File: src/rtl/rcfg_pkg.sv
package rcfg_pkg;
  localparam int WB_DW = 32;

  typedef enum logic [1:0] {
    RS_CUR  = 2'b00,
    RS_PREV = 2'b01,
    RS_RSVD = 2'b10,
    RS_PEND = 2'b11
  } rsel_e;

  localparam logic [1:0] OFS_BOOT = 2'd0;
  localparam logic [1:0] OFS_WD   = 2'd1;
  localparam logic [1:0] OFS_EN   = 2'd2;
  localparam logic [1:0] OFS_CTL  = 2'd3;

  localparam int CTL_GO    = 0;
  localparam int CTL_RS_LO = 4;
endpackage

File: src/rtl/rcfg_wb_port.sv
module rcfg_wb_port (
  input  logic       clk,
  input  logic       rst,
  input  logic       wb_cyc,
  input  logic       wb_stb,
  input  logic       wb_we,
  input  logic [1:0] wb_adr,
  output logic       wb_ack,
  output logic       wr_boot,
  output logic       wr_wd,
  output logic       wr_en,
  output logic       wr_ctl,
  output logic       any_wr,
  output logic       rd_stb
);
  import rcfg_pkg::*;

  logic accept;
  assign accept  = wb_cyc & wb_stb & ~wb_ack;
  assign any_wr  = accept & wb_we;
  assign rd_stb  = accept & ~wb_we;
  assign wr_boot = any_wr & (wb_adr == OFS_BOOT);
  assign wr_wd   = any_wr & (wb_adr == OFS_WD);
  assign wr_en   = any_wr & (wb_adr == OFS_EN);
  assign wr_ctl  = any_wr & (wb_adr == OFS_CTL);

  always_ff @(posedge clk) begin
    if (rst) wb_ack <= 1'b0;
    else     wb_ack <= accept;
  end

  // acknowledge follows an accepted strobe by one clock
  a_r2_ack_next: assert property (@(posedge clk) disable iff (rst)
    accept |=> wb_ack);
  // no acknowledge without a strobe in the previous clock
  a_r2_ack_cause: assert property (@(posedge clk) disable iff (rst)
    wb_ack |-> $past(wb_cyc && wb_stb));
endmodule

File: src/rtl/rcfg_regs.sv
module rcfg_regs #(
  parameter int BOOT_W  = 23,
  parameter int WD_HI_W = 12,
  localparam int BYTE_W = BOOT_W + 2
) (
  input  logic               clk,
  input  logic               rst,
  input  logic               wr_boot,
  input  logic               wr_wd,
  input  logic               wr_en,
  input  logic               wr_ctl,
  input  logic               rd_stb,
  input  logic [1:0]         rd_sel,
  input  logic [31:0]        wdata,
  input  logic               expire,
  output logic               load,
  output logic [WD_HI_W-1:0] pend_wd,
  output logic               pend_en,
  output logic [31:0]        rdata,
  output logic               reconf_req,
  output logic [BYTE_W-1:0]  reconf_addr
);
  import rcfg_pkg::*;

  typedef struct packed {
    logic [BOOT_W-1:0]  boot;
    logic [WD_HI_W-1:0] wd;
    logic               en;
  } bank_t;

  bank_t pend, cur, prev, view;
  rsel_e rsel;
  logic  param_ok;
  logic [31:0] rd_word;
  logic unused_hi;

  function automatic logic [BYTE_W-1:0] page_to_byte(input logic [BOOT_W-1:0] page);
    return {page, 2'b00};
  endfunction

  assign unused_hi = ^wdata[31:BOOT_W];
  assign param_ok  = (rsel == RS_CUR);
  assign load      = wr_ctl & wdata[CTL_GO];
  assign pend_wd   = pend.wd;
  assign pend_en   = pend.en;

  always_comb begin
    case (rsel)
      RS_CUR:  view = cur;
      RS_PREV: view = prev;
      RS_PEND: view = pend;
      default: view = '0;
    endcase
    case (rd_sel)
      OFS_BOOT: rd_word = 32'(view.boot);
      OFS_WD:   rd_word = 32'(view.wd);
      OFS_EN:   rd_word = 32'(view.en);
      default:  rd_word = 32'(rsel) << CTL_RS_LO;
    endcase
  end

  always_ff @(posedge clk) begin
    if (rst) begin
      pend        <= '0;
      cur         <= '0;
      prev        <= '0;
      rsel        <= RS_CUR;
      rdata       <= '0;
      reconf_req  <= 1'b0;
      reconf_addr <= '0;
    end else begin
      reconf_req <= 1'b0;
      if (wr_boot && param_ok) pend.boot <= wdata[BOOT_W-1:0];
      if (wr_wd && param_ok)   pend.wd   <= wdata[WD_HI_W-1:0];
      if (wr_en && param_ok)   pend.en   <= wdata[0];
      if (wr_ctl)              rsel      <= rsel_e'(wdata[CTL_RS_LO +: 2]);
      if (load) begin
        prev        <= cur;
        cur         <= pend;
        reconf_req  <= 1'b1;
        reconf_addr <= page_to_byte(pend.boot);
      end else if (expire) begin
        prev        <= cur;
        cur.boot    <= '0;
        cur.en      <= 1'b0;
        reconf_req  <= 1'b1;
        reconf_addr <= '0;
      end
      if (rd_stb) rdata <= rd_word;
    end
  end

  // parameter writes under a non-zero read source leave the pending page alone
  a_r5_ignore_boot: assert property (@(posedge clk) disable iff (rst)
    (wr_boot && rsel != RS_CUR) |=> $stable(pend.boot));
  // the go bit raises the request with the pending page as byte address
  a_r6_launch: assert property (@(posedge clk) disable iff (rst)
    load |=> (reconf_req && reconf_addr[BYTE_W-1:2] == $past(pend.boot)
              && reconf_addr[1:0] == 2'b00));
  // a request always has a launch or an expiry behind it
  a_r6_req_cause: assert property (@(posedge clk) disable iff (rst)
    reconf_req |-> $past(load || expire));
  // an expiry falls back to the factory page
  a_r7_fallback: assert property (@(posedge clk) disable iff (rst)
    (expire && !load) |=> (reconf_req && reconf_addr == '0 && cur.boot == '0));
  // the reserved read source returns zero
  a_r4_rsvd_zero: assert property (@(posedge clk) disable iff (rst)
    (rd_stb && rsel == RS_RSVD && rd_sel != OFS_CTL) |=> rdata == '0);
endmodule

File: src/rtl/rcfg_wdog.sv
module rcfg_wdog #(
  parameter int WD_W    = 29,
  parameter int WD_HI_W = 12,
  localparam int WD_LO_W = WD_W - WD_HI_W
) (
  input  logic               clk,
  input  logic               rst,
  input  logic               load,
  input  logic               en,
  input  logic [WD_HI_W-1:0] start_hi,
  input  logic               kick,
  output logic               expire
);
  logic [WD_W-1:0] cnt, start_q;
  logic            armed;

  function automatic logic [WD_W-1:0] wd_start(input logic [WD_HI_W-1:0] hi);
    return {hi, {WD_LO_W{1'b0}}};
  endfunction

  assign expire = armed & (cnt == '0) & ~load & ~kick;

  always_ff @(posedge clk) begin
    if (rst) begin
      cnt     <= '0;
      start_q <= '0;
      armed   <= 1'b0;
    end else if (load) begin
      armed   <= en;
      start_q <= wd_start(start_hi);
      cnt     <= wd_start(start_hi);
    end else if (armed) begin
      if (kick)             cnt   <= start_q;
      else if (cnt == '0)   armed <= 1'b0;
      else                  cnt   <= cnt - WD_W'(1);
    end
  end

  // arming follows the enable sampled at the launch
  a_r8_arm_at_load: assert property (@(posedge clk) disable iff (rst)
    load |=> (armed == $past(en)));
  // a kick while armed restores the start value
  a_r9_reload: assert property (@(posedge clk) disable iff (rst)
    (kick && armed && !load) |=> (cnt == $past(start_q)));
  // an armed counter steps down by one each clock
  a_r7_step: assert property (@(posedge clk) disable iff (rst)
    (armed && !load && !kick && cnt != '0) |=> (cnt == $past(cnt) - WD_W'(1)));
  // expiry disarms the watchdog
  a_r7_disarm: assert property (@(posedge clk) disable iff (rst)
    expire |=> !armed);
endmodule

File: src/rtl/rcfg_ctrl.sv
module rcfg_ctrl #(
  parameter int CLK_HZ  = 25_000_000,
  parameter int BOOT_W  = 23,
  parameter int WD_W    = 29,
  parameter int WD_HI_W = 12,
  localparam int BYTE_W = BOOT_W + 2
) (
  input  logic              clk,
  input  logic              rst,
  input  logic              wb_cyc,
  input  logic              wb_stb,
  input  logic              wb_we,
  input  logic [1:0]        wb_adr,
  input  logic [31:0]       wb_dat_w,
  output logic [31:0]       wb_dat_r,
  output logic              wb_ack,
  input  logic              wd_kick,
  output logic              reconf_req,
  output logic [BYTE_W-1:0] reconf_addr
);
  if (CLK_HZ >= 40_000_000) begin : g_clk_too_fast
    $error("rcfg_ctrl: controller clock must be below 40 MHz");
  end

  logic wr_boot, wr_wd, wr_en, wr_ctl, any_wr, rd_stb;
  logic load, expire, pend_en;
  logic [WD_HI_W-1:0] pend_wd;

  rcfg_wb_port u_port (
    .clk(clk), .rst(rst), .wb_cyc(wb_cyc), .wb_stb(wb_stb), .wb_we(wb_we),
    .wb_adr(wb_adr), .wb_ack(wb_ack), .wr_boot(wr_boot), .wr_wd(wr_wd),
    .wr_en(wr_en), .wr_ctl(wr_ctl), .any_wr(any_wr), .rd_stb(rd_stb)
  );

  rcfg_regs #(.BOOT_W(BOOT_W), .WD_HI_W(WD_HI_W)) u_regs (
    .clk(clk), .rst(rst), .wr_boot(wr_boot), .wr_wd(wr_wd), .wr_en(wr_en),
    .wr_ctl(wr_ctl), .rd_stb(rd_stb), .rd_sel(wb_adr), .wdata(wb_dat_w),
    .expire(expire), .load(load), .pend_wd(pend_wd), .pend_en(pend_en),
    .rdata(wb_dat_r), .reconf_req(reconf_req), .reconf_addr(reconf_addr)
  );

  rcfg_wdog #(.WD_W(WD_W), .WD_HI_W(WD_HI_W)) u_wdog (
    .clk(clk), .rst(rst), .load(load), .en(pend_en), .start_hi(pend_wd),
    .kick(wd_kick | any_wr), .expire(expire)
  );
endmodule

File: config.mk
export PLATFORM = sky130hd
export DESIGN_NAME = rcfg_ctrl
export DESIGN_NICKNAME = d
export VERILOG_FILES = /design/src/rtl/rcfg_pkg.sv /design/src/rtl/rcfg_wb_port.sv /design/src/rtl/rcfg_regs.sv /design/src/rtl/rcfg_wdog.sv /design/src/rtl/rcfg_ctrl.sv
export SDC_FILE = /design/constraint.sdc
export NUM_CORES = 1
export LEC_CHECK = 0
export CORE_UTILIZATION = 35
export CTS_BUF_LIST = sky130_fd_sc_hd__clkbuf_2
export CTS_CLUSTER_DIAMETER = 100
export DETAILED_ROUTE_END_ITERATION = 10
export PLACE_DENSITY = 0.55
export SLEW_MARGIN = 30
export SYNTH_ARGS = -nofsm -noshare
export SYNTH_HDL_FRONTEND = slang
export SYNTH_SLANG_ARGS = --single-unit
File: constraint.sdc
create_clock -name clk -period 3.8 [get_ports clk]
set_input_delay 0.95 -clock clk [delete_from_list [all_inputs] [get_ports clk]]
set_output_delay 0.95 -clock clk [all_outputs]
set_load 0.1 [all_outputs]
==> results of run 1 <==
area by class of cell:
class                   count  area (sq um)  area share, %
multi-input cells         629          3684          43.22
clock inverters             8         53.80         0.6312
clock buffers              23         115.1          1.351
inverters                   7         26.28         0.3083
diodes                      1         2.502        0.02936
flip-flops and latches    165          3304          38.77
well taps                 275         344.1          4.037
repair buffers            102         993.5          11.66
routing by layer:
metal  global-route usage [%]  vias up  wire length [um]
li1                         -     3122                 -
met1                    23.75     2967              9525
met2                    30.49      122              9196
met3                    4.969       10               930
met4                    4.278        0               167
met5                        0        -                 0
state kept, by name (all words and copies together), names as in the netlist, 2 cells and up:
| signal | cells |
|---|---|
| u_regs.pend | 23 |
| u_regs.rdata | 23 |
| u_regs.rsel | 2 |
| u_regs.pend_wd | 12 |
| u_regs.prev | 36 |
| u_regs.cur | 36 |
| u_wdog.cnt | 29 |
logic make-up after synthesis:
kind of cell / after synthesis
AO/OA/AOI/OAI: 196
other: 1
multiplexers: 72
AND/OR/NAND/NOR: 329
XOR/XNOR: 20
flip-flops: 165
buffers and inverters: 101
adder cells (fa/ha/maj): 1
stage by stage:
step                      setup slack (ns)  total power [mW]  cell area, sq um  instances  util (%)
after floorplan                      1.086             1.984              7501        895         -
after global placement              0.5555             2.068              8353       1178     39.86
after detailed placement            0.5254             2.068              8357       1178     39.88
after CTS                           0.4266             2.864              8526       1209     40.69
after global routing                0.3241             2.959              8523       1210     40.67
final                               0.4959             2.831              8523       1210     40.67
worst max path at each step:
stage / from / endpoint / slack, ns / cells past startpoint
floorplan: u_wdog.cnt[0]$_SDFFE_PP0P_ / u_wdog.cnt[1]$_SDFFE_PP0P_ / 1.09 / 9
global placement: wb_we / u_regs.prev[22]$_SDFFE_PP0P_ / 0.56 / 8
detailed placement: wb_we / u_regs.prev[28]$_SDFFE_PP0P_ / 0.53 / 8
CTS: u_regs.cur[20]$_SDFFE_PP0P_ / reconf_addr[9] / 0.43 / 1
global route: u_wdog.cnt[0]$_SDFFE_PP0P_ / u_regs.prev[0]$_SDFFE_PP0P_ / 0.32 / 9
finish: u_regs.cur[20]$_SDFFE_PP0P_ / reconf_addr[9] / 0.50 / 1
power breakdown:
| part | switching (mW) | internal, mW | leakage [nW] |
|---|---|---|---|
| clock | 0.615 | 0.180 | 0.114 |
| combinational | 0.198 | 0.0790 | 1.76 |
| sequential | 0.0113 | 1.75 | 1.33 |
cells in the final DEF, fill, tap and decap left out, types with 6 or more instances in the layout:
cell	Yosys	final
dfxtp_1	165	164
a22o_1	24	24
inv_1	6	6
clkdlybuf4s50_1	0	72
a21oi_1	64	63
buf_4	35	25
nor3_1	19	19
o21ai_0	47	47
a211oi_1	6	6
mux2i_1	72	72
or4_1	6	6
conb_1	1	11
nand3_1	9	9
a31oi_1	6	6
nand4_1	6	6
xor2_1	10	10
nand2_1	148	148
nor4_1	9	9
a22oi_1	12	12
nor2_1	108	107
clkbuf_2	0	23
xnor2_1	10	10
a221oi_1	10	10
==> results.yml, run 1 <==
clocking:
  post_cts_buffers: 0
  ctsHoldBuffers: 0
  cts_htree_levels: 4
  insertion_delay_ns: 0.73
  cts_tree: "done"
  clkSinkCount: 165
  clk_path_buf_depth: 2
  cts_root_buf: "clkbuf_2"
  numCtsBuffers: 17
  cts-resized-gates: 0
  path_clk_slew_ns: 0.24
worst_setup_path:
  r2r_setup_slack_ns: 0.54
  max_stage_delay_ns: 1.17
  cp_slowest_cell: "clkdlybuf4s50_1"
  path_delay_family: "buffers and inverters"
  path_max_fanout: 4
  worst-r2r-cell-count: 9
  crit_buf_inv: 1
  cp_data_arrival_time_ns: 2.35
  worst_ep_required_time_ns: 2.85
  critPathCaptureType: "output port"
  rr_startpoint: "u_wdog.cnt[0]$_SDFFE_PP0P_"
  worstReg2RegEnd: "u_regs.prev[0]$_SDFFE_PP0P_"
  crit_chain: "clkdlybuf4s50_1"
  critical_path_class: "reg2out"
  cp-start-kind: "register"
synth:
  synthTopCellsByArea: "dfxtp_1 44%, mux2i_1 9.7%, nand2_1 7.4%"
  ys_warn_count: 0
  yosysMostFrequentCell: "dfxtp_1"
  synth_top_family_by_area: "simple AND/OR/NAND/NOR gates"
  yosys-mux-area-fraction_pct: 9.656
  ys_async_sr_fraction_pct: 0
  yosys.area.top_type: "dfxtp_1"
  synth_fa_ha_area_share_pct: 0.1676
  synth-seq-cells: 165
  synth_top_area_share_pct: 44.26
  synth-compound-area-share_pct: 16.95
  syn_area_sq_um: 7463
  ys_types: 58
  yosys.area_share.simple_pct: 19.30
  synth_ff_type: "dfxtp_1"
  synth-xor-area-share_pct: 2.347
  ys_top_cells_by_count: "165 x dfxtp_1, 148 x nand2_1, 108 x nor2_1"
  avgSynthCellArea_sq_um: 8.433
  synth_edf_count: 0
  yosysSeqAreaShare_pct: 44.26
  netlist_instances: 885
floorplanning:
  rows: 53
  die_y_um: 148.0
  start_util_pct: 35.62
  io_pins: 99
  coreArea_sq_um: 20960
  die_area_sq_um: 21910
  die_w_um: 148.0
min_path:
  worstHoldStart: "u_regs.prev[2]$_SDFFE_PP0P_"
  holdPathStages: 2
  min_to: "u_regs.prev[2]$_SDFFE_PP0P_"
  hold_class: "reg2reg"
sta:
  skew_ns: 0.04618
  slew_headroom_pct: 32.86
  fin_crit_ns: 3.304
  setup_viol_count_final: 0
  finalHoldViolations: 0
  holdWs_ns: 0.4640
  period_share_pct: 86.95
  finalSetupTns_ns: 0
  rsz0062_at_grt: "false"
  slew_viol_final: 0
  worst_slew_pin_slew_ns: 1.004
  max_freq_mhz: 302.7
global_route:
  antenna_found_initial: 1
  track_usage_pct: 18.43
  grt_start_max_net_pins: 127
  grt_pass1_vias: 5925
  grt_remaining_overflow: 0
  grt_pass1_wl_mm: 31.46
drt:
  routed_via_density: 5.141
  wl_per_cell_um: 16.38
  initialDrtViolationCount: 363
  vias: 6221
  drc_errors: 0
  routed_wl_mm: 19.82
  ant_nets: 0
  firstDrtPassIters: 4
outcome:
  status: "completed"
power_and_ir_drop:
  cellPowerDensity_nw_per_um2: 332.1
  peakVddDrop_mv: 0.1440
  p_leak_nw: 3.204
layout:
  area_delta_synth_final_pct: 14.20
  layout.nets: 963
  drive_gt1_share_pct: 7.816
  fillers: 2202
place:
  port_buffers: 78
  hpwl_mm: 12.92
  place_congestion: 0.7974
run:
  maxCapViolations: 0
No activity file was read; power rests on OpenSTA's default activity.
==> run 2, diff against run 1 <==
--- a/config.mk
+++ b/config.mk
@@ -9,6 +9,7 @@
 export CTS_BUF_LIST = sky130_fd_sc_hd__clkbuf_2
 export CTS_CLUSTER_DIAMETER = 100
 export DETAILED_ROUTE_END_ITERATION = 10
+export GPL_TIMING_DRIVEN = 0
 export PLACE_DENSITY = 0.55
 export SLEW_MARGIN = 30
 export SYNTH_ARGS = -nofsm -noshare
==> run 2 against run 1 <==
Against the previous run: final cell count up 5.7%; highest routed layer unchanged; routed wire length up 11%; critical path depth up 1; die area unchanged.
==> results.yml, run 2 (synthesized netlist as in run 1, its figures left out) <==
run:
  maxCapViolations: 0
floorplanning:
  die_w_um: 148.0
  io_pins: 99
  die_y_um: 148.0
  die_area_sq_um: 21910
  coreArea_sq_um: 20960
  start_util_pct: 35.62
  rows: 53
power_and_ir_drop:
  peakVddDrop_mv: 0.1749
  switching_share_pct: 28.73
  p_leak_nw: 3.361
  p_seq_share_pct: 56.8
  cellPowerDensity_nw_per_um2: 349.1
  p_total_mw: 3.098
  pwr-share-comb_pct: 9.4
  p_sw_mw: 0.8899
  pwr-share-clk_pct: 33.8
  internal-power_mw: 2.208
worst_setup_path:
  worstReg2RegEnd: "u_wdog.cnt[1]$_SDFFE_PP0P_"
  cp_data_arrival_time_ns: 2.49
  rr_startpoint: "u_wdog.cnt[0]$_SDFFE_PP0P_"
  worst-r2r-cell-count: 9
  r2r_setup_slack_ns: 0.64
  path_max_fanout: 4
  path_delay_family: "buffers and inverters"
  cp_slowest_cell: "clkdlybuf4s50_1"
  crit_chain: "buf_4, clkdlybuf4s50_1"
  worst_ep_required_time_ns: 2.85
  crit_buf_inv: 2
  cp-start-kind: "register"
  max_stage_delay_ns: 1.11
  critical_path_class: "reg2out"
  critPathCaptureType: "output port"
drt:
  drc_errors: 0
  firstDrtPassIters: 6
  vias: 6703
  ant_nets: 0
  initialDrtViolationCount: 505
  routed_wl_mm: 21.97
  routed_via_density: 5.241
  wl_per_cell_um: 17.18
layout:
  utilization_pct: 42.35
  drive_gt1_share_pct: 7.876
  final_cell_mix: "165 x dfxtp_1, 148 x nand2_1, 108 x nor2_1, 76 x clkdlybuf4s50_1, 72 x mux2i_1"
  area_delta_synth_final_pct: 18.89
  final_area_sq_um: 8874
  layout.nets: 1031
  top_regs: "u_regs.cur: 36 flops, u_regs.prev: 36 flops, u_wdog.cnt: 29 flops"
  fillers: 2199
  final-instance-count-excl-fill: 1279
  final_common_cell: "dfxtp_1"
global_route:
  track_usage_pct: 20.89
  grt_remaining_overflow: 0
  antenna_found_initial: 1
  grt_pass1_vias: 6292
  grt_pass1_wl_mm: 35.04
  grt_start_max_net_pins: 17
clocking:
  clk_path_buf_depth: 2
  clkSinkCount: 165
  numCtsBuffers: 17
  ctsHoldBuffers: 0
  path_clk_slew_ns: 0.26
  cts-resized-gates: 0
  insertion_delay_ns: 0.77
  post_cts_buffers: 0
  cts_root_buf: "clkbuf_2"
  cts_tree: "done"
  cts_htree_levels: 4
place:
  dpl_cell_area_sq_um: 8610
  place_congestion: 0.8582
  dp_cells: 1246
  port_buffers: 76
  hpwl_mm: 15.79
sta:
  slew_viol_final: 0
  worst_slew_pin_slew_ns: 1.003
  slew_headroom_pct: 32.50
  skew_ns: 0.03885
  period_share_pct: 90.66
  rsz0062_at_grt: "false"
  finalHoldViolations: 0
  fin_crit_ns: 3.445
  setup_viol_count_final: 0
  max_freq_mhz: 290.3
outcome:
  status: "completed"
min_path:
  hold_class: "reg2reg"
  holdPathStages: 2
  min_to: "u_regs.prev[27]$_SDFFE_PP0P_"
  worstHoldStart: "u_regs.prev[27]$_SDFFE_PP0P_"
[run 2: changes by cell type in the layout (fill, tap and decap cells not counted), sizes merged]
| cell | previous run | this run |
|---|---|---|
| buf | 30 | 49 |
| clkbuf | 23 | 63 |
| inv | 7 | 12 |
| clkinvlp | 3 | 2 |
| clkdlybuf4s50 | 72 | 76 |
| clkinv | 5 | 4 |
| bufinv | 0 | 3 |
[run 2: area by class of cell]
class / count / area [sq um] / area share [%]
timing repair buffer: 76 / 760.7 / 8.573
multi-input combinational: 629 / 3659 / 41.23
antenna: 1 / 2.502 / 0.02820
tap: 275 / 344.1 / 3.878
inverter: 7 / 26.28 / 0.2961
buffer: 94 / 516.7 / 5.823
clock inverter: 14 / 171.4 / 1.932
clock buffer: 18 / 90.09 / 1.015
sequential: 165 / 3303 / 37.23
[run 2: stage by stage]
| stage | setup TNS (ns) | worst slack (ns) | hold slack [ns] |
|---|---|---|---|
| after floorplan | 0 | 1.086 | 0.4275 |
| after global placement | -2.908 | -0.1443 | 0.4378 |
| after detailed placement | 0 | 0.08957 | 0.4428 |
| after CTS | 0 | 0.2808 | 0.4680 |
| after global routing | 0 | 0.1952 | 0.4855 |
| final | 0 | 0.3551 | 0.4678 |
[run 2: power groups by stage]
stage                     logic (mW)  clock network, mW  registers [mW]
final                          0.292               1.05            1.76
after global routing           0.308               1.15            1.76
after global placement         0.291                  0            1.79
after detailed placement       0.291                  0            1.79
after floorplan                0.152                  0            1.83
after CTS                      0.292               1.07            1.76
[run 2: worst min-delay path, stage by stage, from the launching register on]
cell     delay, ns
dfxtp_1       0.36
nand2_1       0.05
a21oi_1       0.05
[run 2: per-layer routing]
metal / vias to the layer above / routed length (um) / global-route usage (%)
met2: 211 / 9868 / 32.98
met3: 35 / 1203 / 3.951
met4: 0 / 412 / 7.010
li1: 3271 / - / -
met1: 3186 / 10490 / 28.44
met5: - / 0 / 0
[run 2: how the worst max path moves through the flow]
stage | depth (start not counted) | end | start
finish | 2 | reconf_addr[9] | u_regs.cur[20]$_SDFFE_PP0P_
global route | 2 | reconf_addr[9] | u_regs.cur[20]$_SDFFE_PP0P_
CTS | 2 | reconf_addr[9] | u_regs.cur[20]$_SDFFE_PP0P_
detailed placement | 8 | u_regs.cur[23]$_SDFFE_PP0P_ | wb_we
global placement | 8 | u_regs.prev[35]$_SDFFE_PP0P_ | wb_we
floorplan | 9 | u_wdog.cnt[1]$_SDFFE_PP0P_ | u_wdog.cnt[0]$_SDFFE_PP0P_
